`config.mk`:
```
export PLATFORM = sky130hd
export DESIGN_NAME = wdt_lfsr_timer
export DESIGN_NICKNAME = d
export VERILOG_FILES = /design/src/rtl/wdt_pkg.sv /design/src/rtl/wdt_counter.sv /design/src/rtl/wdt_lfsr.sv /design/src/rtl/wdt_lfsr_timer.sv
export SDC_FILE = /design/constraint.sdc
export NUM_CORES = 1
export LEC_CHECK = 0
export BUFFER_PORTS_ARGS = -buffer_cell sky130_fd_sc_hd__buf_2
export CORE_MARGIN = 10
export CORE_UTILIZATION = 50
export CTS_BUF_LIST = sky130_fd_sc_hd__clkbuf_8
export DETAILED_ROUTE_END_ITERATION = 6
export GPL_ROUTABILITY_DRIVEN = 0
export HOLD_SLACK_MARGIN = 0.02
export PLACE_DENSITY = 0.7
export SKIP_LAST_GASP = 1
export SLEW_MARGIN = 0
export SYNTH_ARGS = -nofsm -noshare
export SYNTH_HDL_FRONTEND = slang
export SYNTH_SLANG_ARGS = --single-unit
export TNS_END_PERCENT = 5
```
`constraint.sdc`:
```
create_clock -name clk -period 3.6 [get_ports clk]
set_input_delay 0.54 -clock clk [delete_from_list [all_inputs] [get_ports clk]]
set_output_delay 0.54 -clock clk [all_outputs]
set_load 0.02 [all_outputs]
```
`src/rtl/wdt_pkg.sv`:
```
package wdt_pkg;

  localparam int CTRL_W = 9;

  // Control word, most significant field first so that bit positions match.
  typedef struct packed {
    logic       up;      // bit 8
    logic       en;      // bit 7
    logic       per;     // bit 6
    logic       wd;      // bit 5
    logic       sec;     // bit 4
    logic [1:0] pre;     // bits 3:2
    logic       wirq;    // bit 1
    logic       pdstop;  // bit 0
  } ctrl_t;

  localparam logic [1:0] SEL_CTRL  = 2'd0;
  localparam logic [1:0] SEL_LOAD  = 2'd1;
  localparam logic [1:0] SEL_CLR   = 2'd2;
  localparam logic [1:0] SEL_COUNT = 2'd2;
  localparam logic [1:0] SEL_KEY   = 2'd3;

endpackage

```
`src/rtl/wdt_counter.sv`:
```
module wdt_counter #(
  parameter int W = 16
) (
  input  logic         clk,
  input  logic         rst_n,
  input  logic         soft_clr,
  input  logic         load_en,
  input  logic [W-1:0] load_val,
  input  logic         step_en,
  input  logic         up,
  input  logic         reload_term,
  output logic [W-1:0] cnt,
  output logic         term_hit
);

  localparam logic [W-1:0] TOP = {W{1'b1}};
  localparam logic [W-1:0] BOT = {W{1'b0}};

  logic [W-1:0] cnt_d;

  assign term_hit = step_en && (cnt == (up ? TOP : BOT));

  always_comb begin
    cnt_d = cnt;
    if (soft_clr) begin
      cnt_d = BOT;
    end else if (load_en || (term_hit && reload_term)) begin
      cnt_d = load_val;
    end else if (step_en) begin
      cnt_d = up ? cnt + 1'b1 : cnt - 1'b1;
    end
  end

  always_ff @(posedge clk or negedge rst_n) begin
    if (!rst_n) cnt <= BOT;
    else        cnt <= cnt_d;
  end

  // a free-running down count steps from zero to all ones
  a_r4_wrap_down: assert property (@(posedge clk) disable iff (!rst_n)
    (step_en && !up && !reload_term && !load_en && !soft_clr && cnt == BOT)
      |=> cnt == TOP);

endmodule

```
`src/rtl/wdt_lfsr.sv`:
```
module wdt_lfsr #(
  parameter int          W    = 8,
  parameter logic [W-1:0] TAPS = 8'h63
) (
  input  logic         clk,
  input  logic         rst_n,
  input  logic         soft_clr,
  input  logic         seed_en,
  input  logic [W-1:0] seed,
  input  logic         adv_en,
  output logic [W-1:0] key
);

  logic [W-1:0] key_d;
  logic [W-1:0] stepped;

  assign stepped = {key[W-2:0], 1'b0} ^ (key[W-1] ? TAPS : {W{1'b0}});

  always_comb begin
    key_d = key;
    if (soft_clr)     key_d = '0;
    else if (seed_en) key_d = seed;
    else if (adv_en)  key_d = stepped;
  end

  always_ff @(posedge clk or negedge rst_n) begin
    if (!rst_n) key <= '0;
    else        key <= key_d;
  end

  // the all-zero state never leaves zero by stepping
  a_r13_zero_locked: assert property (@(posedge clk) disable iff (!rst_n)
    (key == '0 && !seed_en) |=> key == '0);

endmodule

```
`src/rtl/wdt_lfsr_timer.sv`:
```
module wdt_lfsr_timer
  import wdt_pkg::*;
#(
  parameter int              CNT_W    = 16,
  parameter int              KEY_W    = 8,
  parameter logic [KEY_W-1:0] KEY_TAPS = 8'h63
) (
  input  logic             clk,
  input  logic             rst_n,
  input  logic             tick,
  input  logic             pwr_down,
  input  logic             wr_en,
  input  logic [1:0]       wr_sel,
  input  logic [CNT_W-1:0] wr_data,
  input  logic [1:0]       rd_sel,
  output logic [CNT_W-1:0] rd_data,
  output logic             irq,
  output logic             rst_req
);

  localparam int PAD_W = CNT_W - CTRL_W;

  // reset: asserted asynchronously, released on a clock edge
  logic [1:0] rst_sync;
  logic       rst_int_n;

  always_ff @(posedge clk or negedge rst_n) begin
    if (!rst_n) rst_sync <= 2'b00;
    else        rst_sync <= {rst_sync[0], 1'b1};
  end
  assign rst_int_n = rst_sync[1];

  ctrl_t            ctrl_q, ctrl_d;
  logic [CNT_W-1:0] load_q, load_d;
  logic             irq_d, rst_req_d;
  logic [CNT_W-1:0] cnt;
  logic [KEY_W-1:0] key;
  logic             term_hit;

  logic ctrl_wr, load_wr, clr_wr;
  logic pre_tick, step_en;
  logic key_ok, bad_clear, good_clear, wd_expire, fire;
  logic cnt_load_en;
  logic [CNT_W-1:0] cnt_load_val;

  assign ctrl_wr = wr_en && (wr_sel == SEL_CTRL);
  assign load_wr = wr_en && (wr_sel == SEL_LOAD);
  assign clr_wr  = wr_en && (wr_sel == SEL_CLR);

  // prescaler: every code divides by one
  always_comb begin
    case (ctrl_q.pre)
      2'b00:   pre_tick = tick;
      default: pre_tick = tick;
    endcase
  end

  assign step_en = ctrl_q.en && pre_tick && !(ctrl_q.pdstop && pwr_down);

  assign key_ok     = (key != '0) && (wr_data[KEY_W-1:0] == key);
  assign bad_clear  = clr_wr && ctrl_q.wd && ctrl_q.sec && !key_ok;
  assign good_clear = clr_wr && ctrl_q.wd && !bad_clear;
  assign wd_expire  = term_hit && ctrl_q.wd && !ctrl_q.wirq;
  assign fire       = bad_clear || (wd_expire && !good_clear);

  assign cnt_load_en  = load_wr || good_clear;
  assign cnt_load_val = load_wr ? wr_data : load_q;

  always_comb begin
    ctrl_d    = ctrl_q;
    load_d    = load_q;
    irq_d     = irq;
    rst_req_d = 1'b0;
    if (fire) begin
      ctrl_d    = '0;
      irq_d     = 1'b0;
      rst_req_d = 1'b1;
    end else begin
      if (ctrl_wr) ctrl_d = ctrl_t'(wr_data[CTRL_W-1:0]);
      if (load_wr) load_d = wr_data;
      if (clr_wr)  irq_d  = 1'b0;
      if (term_hit && (!ctrl_q.wd || ctrl_q.wirq)) irq_d = 1'b1;
    end
  end

  always_ff @(posedge clk or negedge rst_int_n) begin
    if (!rst_int_n) begin
      ctrl_q  <= '0;
      load_q  <= '0;
      irq     <= 1'b0;
      rst_req <= 1'b0;
    end else begin
      ctrl_q  <= ctrl_d;
      load_q  <= load_d;
      irq     <= irq_d;
      rst_req <= rst_req_d;
    end
  end

  wdt_counter #(.W(CNT_W)) u_cnt (
    .clk         (clk),
    .rst_n       (rst_int_n),
    .soft_clr    (fire),
    .load_en     (cnt_load_en),
    .load_val    (cnt_load_val),
    .step_en     (step_en),
    .up          (ctrl_q.up),
    .reload_term (ctrl_q.per || ctrl_q.wd),
    .cnt         (cnt),
    .term_hit    (term_hit)
  );

  wdt_lfsr #(.W(KEY_W), .TAPS(KEY_TAPS)) u_key (
    .clk      (clk),
    .rst_n    (rst_int_n),
    .soft_clr (fire),
    .seed_en  (clr_wr && !ctrl_q.wd),
    .seed     (wr_data[KEY_W-1:0]),
    .adv_en   (good_clear && ctrl_q.sec),
    .key      (key)
  );

  always_comb begin
    case (rd_sel)
      SEL_CTRL:  rd_data = {{PAD_W{1'b0}}, ctrl_q};
      SEL_LOAD:  rd_data = load_q;
      SEL_COUNT: rd_data = cnt;
      default:   rd_data = '0;
    endcase
  end

  // the reset request lasts exactly one cycle
  a_r9_one_cycle: assert property (@(posedge clk) disable iff (!rst_int_n)
    rst_req |=> !rst_req);

  // while the request is high the block is back in its default state
  a_r9_defaults: assert property (@(posedge clk) disable iff (!rst_int_n)
    rst_req |-> (ctrl_q == '0 && cnt == '0 && !irq));

  // a wrong key is answered on the very next cycle
  a_r13_bad_key: assert property (@(posedge clk) disable iff (!rst_int_n)
    bad_clear |=> rst_req);

  // power-down with the stop bit set freezes the count
  a_r6_pd_hold: assert property (@(posedge clk) disable iff (!rst_int_n)
    (ctrl_q.pdstop && pwr_down && !wr_en) |=> $stable(cnt));

  // an accepted service write restores the load value
  a_r11_reload: assert property (@(posedge clk) disable iff (!rst_int_n)
    good_clear |=> cnt == $past(load_q));

  // with interrupt-on-expiry and no clear write, no reset is requested
  a_r10_no_reset: assert property (@(posedge clk) disable iff (!rst_int_n)
    (ctrl_q.wd && ctrl_q.wirq && !clr_wr) |=> !rst_req);

endmodule

```
==> flow_summary.ini <==
[grt]
grt_pass1_vias = 3145
grt_first_pass_wirelength_um = 16200
grt_max_degree = 27
gr-usage-all-layers_pct = 17.1
globalRouteOverflowTotal = 0
initial_antenna_violation_count = 0

[routing]
drt-total-wl_um = 9740
viasPerCell = 5.88
final_antenna_net_count = 0
routed-via-count = 3095
wl_per_cell_um = 18.5
detail_route.iter0.violations = 195
drt_drc_violations_left = 0
dr.pass1.iters = 4

[final_layout]
n_fill_cell = 665
area_added_between_synthesis_and_finish_pct = 10.8
area.sequential_um2 = 1330
final_util_pct = 57.2
layout.nets = 466
postLayoutCellArea_um2 = 4170
total_area_of_multi_input_combinational_cells_um2 = 2320
diodes = 0
post_route_cells_drive_above_1_share_pct = 19.9

[setup_path]
timing.setup.critical_path_class = flip-flop to flip-flop
cp_max_fo = 15
setup.worst_path.start = ctrl_q[8]
rr_worst_depth = 10
start_kind = flip-flop
worst-endpoint-arrival_ps = 3550
timing.rr.start = ctrl_q[8]
crit_path_end_kind = flip-flop
timing.reg2reg.setup_slack_ps = 270
cp.required_ps = 3830
critical_path.reg2reg.endpoint = u_cnt.cnt[11]

[cts]
tritoncts_num_sinks = 53
cts_max_path_buffers = 2
cts_made_buffers = 5
clkLatencyLatePin_ps = 300
htree_levels = 2
tritoncts = yes
cts.reportedPaths.clkPinSlew_ps = 90
cts.root.buffer_cell = sky130_fd_sc_hd__clkbuf_8
post-cts-setup-buffer-count = 0

[place]
placed_cell_area_um2 = 4040
hpwlAfterDp_um = 7340
port_buffers = 42

[floorplan]
top_level_ports = 43
initial_utilization_pct = 51.6
placeableCoreArea_um2 = 7290
full_die_area_um2 = 11400
die_width_um = 107
num_rows = 31
die_h_um = 107

[hold_path]
min-delay-path-class = flip-flop to async pin

[power]
worst_ir_drop_vdd_mv = 0.342
pwr_density_cell_nw_per_um2 = 753
p_leak_nw = 1.97

[yosys]
synthCells = 392
synth_edf_count = 0
synth_top_area_cell = sky130_fd_sc_hd__dfrtp_1
synth.top_cell.area_share_pct = 35.3
synth_fp_nets = 432
postSynth.topFlopCell = sky130_fd_sc_hd__dfrtp_1
synthesis.area_um2 = 3760
ys_warn_count = 0
yosys.cell_types.count = 54
ys_seq_area_share_pct = 35.3
synthTopCellsByArea = sky130_fd_sc_hd__dfrtp_1, sky130_fd_sc_hd__mux2i_1, sky130_fd_sc_hd__ha_1
postSynthRegisterBits = 53
post_synth_most_frequent_cells = sky130_fd_sc_hd__dfrtp_1, sky130_fd_sc_hd__mux2i_1, sky130_fd_sc_hd__nor2_1, sky130_fd_sc_hd__nand2_1, sky130_fd_sc_hd__a21oi_1
synthArstFlopShare_pct = 100
synth_area_per_cell_um2 = 9.59
yosysMostFrequentCell = sky130_fd_sc_hd__dfrtp_1

[sta]
slew_headroom_pct = 19.3
timing_hold_violations_final = 0
time_the_final_worst_path_needs_with_i_o_delays_and_setup_ps = 3330
final_max_slew_viol_count = 0
post-route-period-util_pct = 92.4
setup-violations-final = 0
final_tns_setup_ps = 0
grt_setup_unrepaired = true
tightestPinTransition_ps = 1210
timing.clock.skew_ps = 9.41
max_freq_mhz = 301

[outcome]
status = finished clean

[job]
max-cap-violations = 0
==> worst max-delay path: stages (launching register included) <==
cell                       delay, ps
sky130_fd_sc_hd__dfrtp_1         480
sky130_fd_sc_hd__inv_1           440
sky130_fd_sc_hd__ha_1            370
sky130_fd_sc_hd__a211oi_1        290
sky130_fd_sc_hd__o21ai_0         130
sky130_fd_sc_hd__o311ai_0        140
sky130_fd_sc_hd__a21boi_0        300
sky130_fd_sc_hd__a21oi_1         400
sky130_fd_sc_hd__o311ai_0        240
sky130_fd_sc_hd__a211o_1         330
sky130_fd_sc_hd__a21oi_1         140
==> where the power goes <==
part / switching (mW) / leakage, nW / internal (mW) / total [mW]
Clock: 0.195 / 0.0626 / 0.224 / 0.419
Combinational: 0.918 / 1.26 / 0.781 / 1.70
Sequential: 0.235 / 0.646 / 0.784 / 1.02
Total: 1.35 / 1.97 / 1.79 / 3.14
==> per-stage QoR <==
step / setup WS, ps / cells / power, mW / hold WS [ps]
after floorplan: 838 / 392 / 2.30 / 244
after detailed placement: 326 / 517 / 2.72 / 291
after global routing: -9.31 / 526 / 3.39 / 324
after global placement: 384 / 517 / 2.67 / 279
final: 275 / 526 / 3.14 / 271
after CTS: 282 / 526 / 3.14 / 284
==> how the worst max path moves through the flow <==
stage                               end  slack [ps]  depth (start not counted)
after detailed placement  u_cnt.cnt[11]         330                         10
after floorplan              load_q[10]         840                         12
after CTS                 u_cnt.cnt[11]         280                         10
after global placement    u_cnt.cnt[11]         380                         10
after global routing       u_key.key[1]          -9                          9
final                     u_cnt.cnt[11]         270                         10
==> cells in the final DEF, fill, tap and decap left out, types with 2 or more instances in the layout <==
cell and instances:
sky130_fd_sc_hd__nor3_1 8, sky130_fd_sc_hd__nand4_1 4, sky130_fd_sc_hd__a211o_1 2, sky130_fd_sc_hd__clkbuf_8 6
sky130_fd_sc_hd__o31ai_1 10, sky130_fd_sc_hd__or3_1 5, sky130_fd_sc_hd__xnor2_1 10, sky130_fd_sc_hd__o211a_1 2
sky130_fd_sc_hd__a21o_1 6, sky130_fd_sc_hd__nand3b_1 2, sky130_fd_sc_hd__xor2_1 10, sky130_fd_sc_hd__mux2i_1 45
sky130_fd_sc_hd__nor2b_1 6, sky130_fd_sc_hd__o21ai_0 18, sky130_fd_sc_hd__o21bai_1 2, sky130_fd_sc_hd__nand3_1 5
sky130_fd_sc_hd__inv_1 4, sky130_fd_sc_hd__a221oi_1 2, sky130_fd_sc_hd__a22o_1 7, sky130_fd_sc_hd__nor2_1 42
sky130_fd_sc_hd__buf_2 42, sky130_fd_sc_hd__mux2_4 10, sky130_fd_sc_hd__dfrtp_1 52, sky130_fd_sc_hd__nand2_1 32
sky130_fd_sc_hd__a22oi_1 2, sky130_fd_sc_hd__a311oi_1 2, sky130_fd_sc_hd__o21a_1 5, sky130_fd_sc_hd__mux2_2 12
sky130_fd_sc_hd__nor4_1 3, sky130_fd_sc_hd__nand2b_1 3, sky130_fd_sc_hd__a21oi_1 21, sky130_fd_sc_hd__o311ai_0 2
sky130_fd_sc_hd__o31a_1 2, sky130_fd_sc_hd__ha_1 13, sky130_fd_sc_hd__a211oi_1 4, sky130_fd_sc_hd__buf_4 6
==> registers in the layout, indices dropped and copies added, names as in the netlist <==
register,flops
load_q,16
u_cnt.cnt,16
ctrl_q,9
u_key.key,8
rst_sync,2
irq,1
rst_req,1
==> area by class of cell <==
class | count | share of cell area [%]
repair buffers | 49 | 6.36
flip-flops and latches | 53 | 31.9
inverters | 3 | 0.270
multi-input cells | 314 | 55.7
clock inverters | 2 | 0.811
well taps | 99 | 2.97
clock buffers | 6 | 1.98
==> logic make-up (layout without fill, tap and decap cells) <==
kind of cell               after synthesis  after routing  share of synthesized area [%]
other                                    1              1                         0.0997
buffers and inverters                   25             60                           3.29
adders and majority gates               15             15                           5.19
and+or+nand+nor                        118            118                           15.1
muxes                                   67             67                           19.6
DFF                                     53             53                           35.3
xor gates and xnor gates                20             20                           4.66
AOI/OAI and AO/OA                       93             93                           16.8
==> what timing repair did <==
item,CTS,global route
endpoints found under the setup margin,0,5
resized for setup,0,1
hold buffers,1,0
endpoints found under the hold margin,2,0
==> per-layer routing <==
metal	GRT usage [%]	vias to the layer above	part of all wire, %
met2	29.0	82	48
met1	22.3	1506	46
met4	2.71	0	0.80
met5	0	-	0
li1	-	1499	-
met3	3.35	8	4.8
Note: power is estimated with default switching activity, not from simulation.
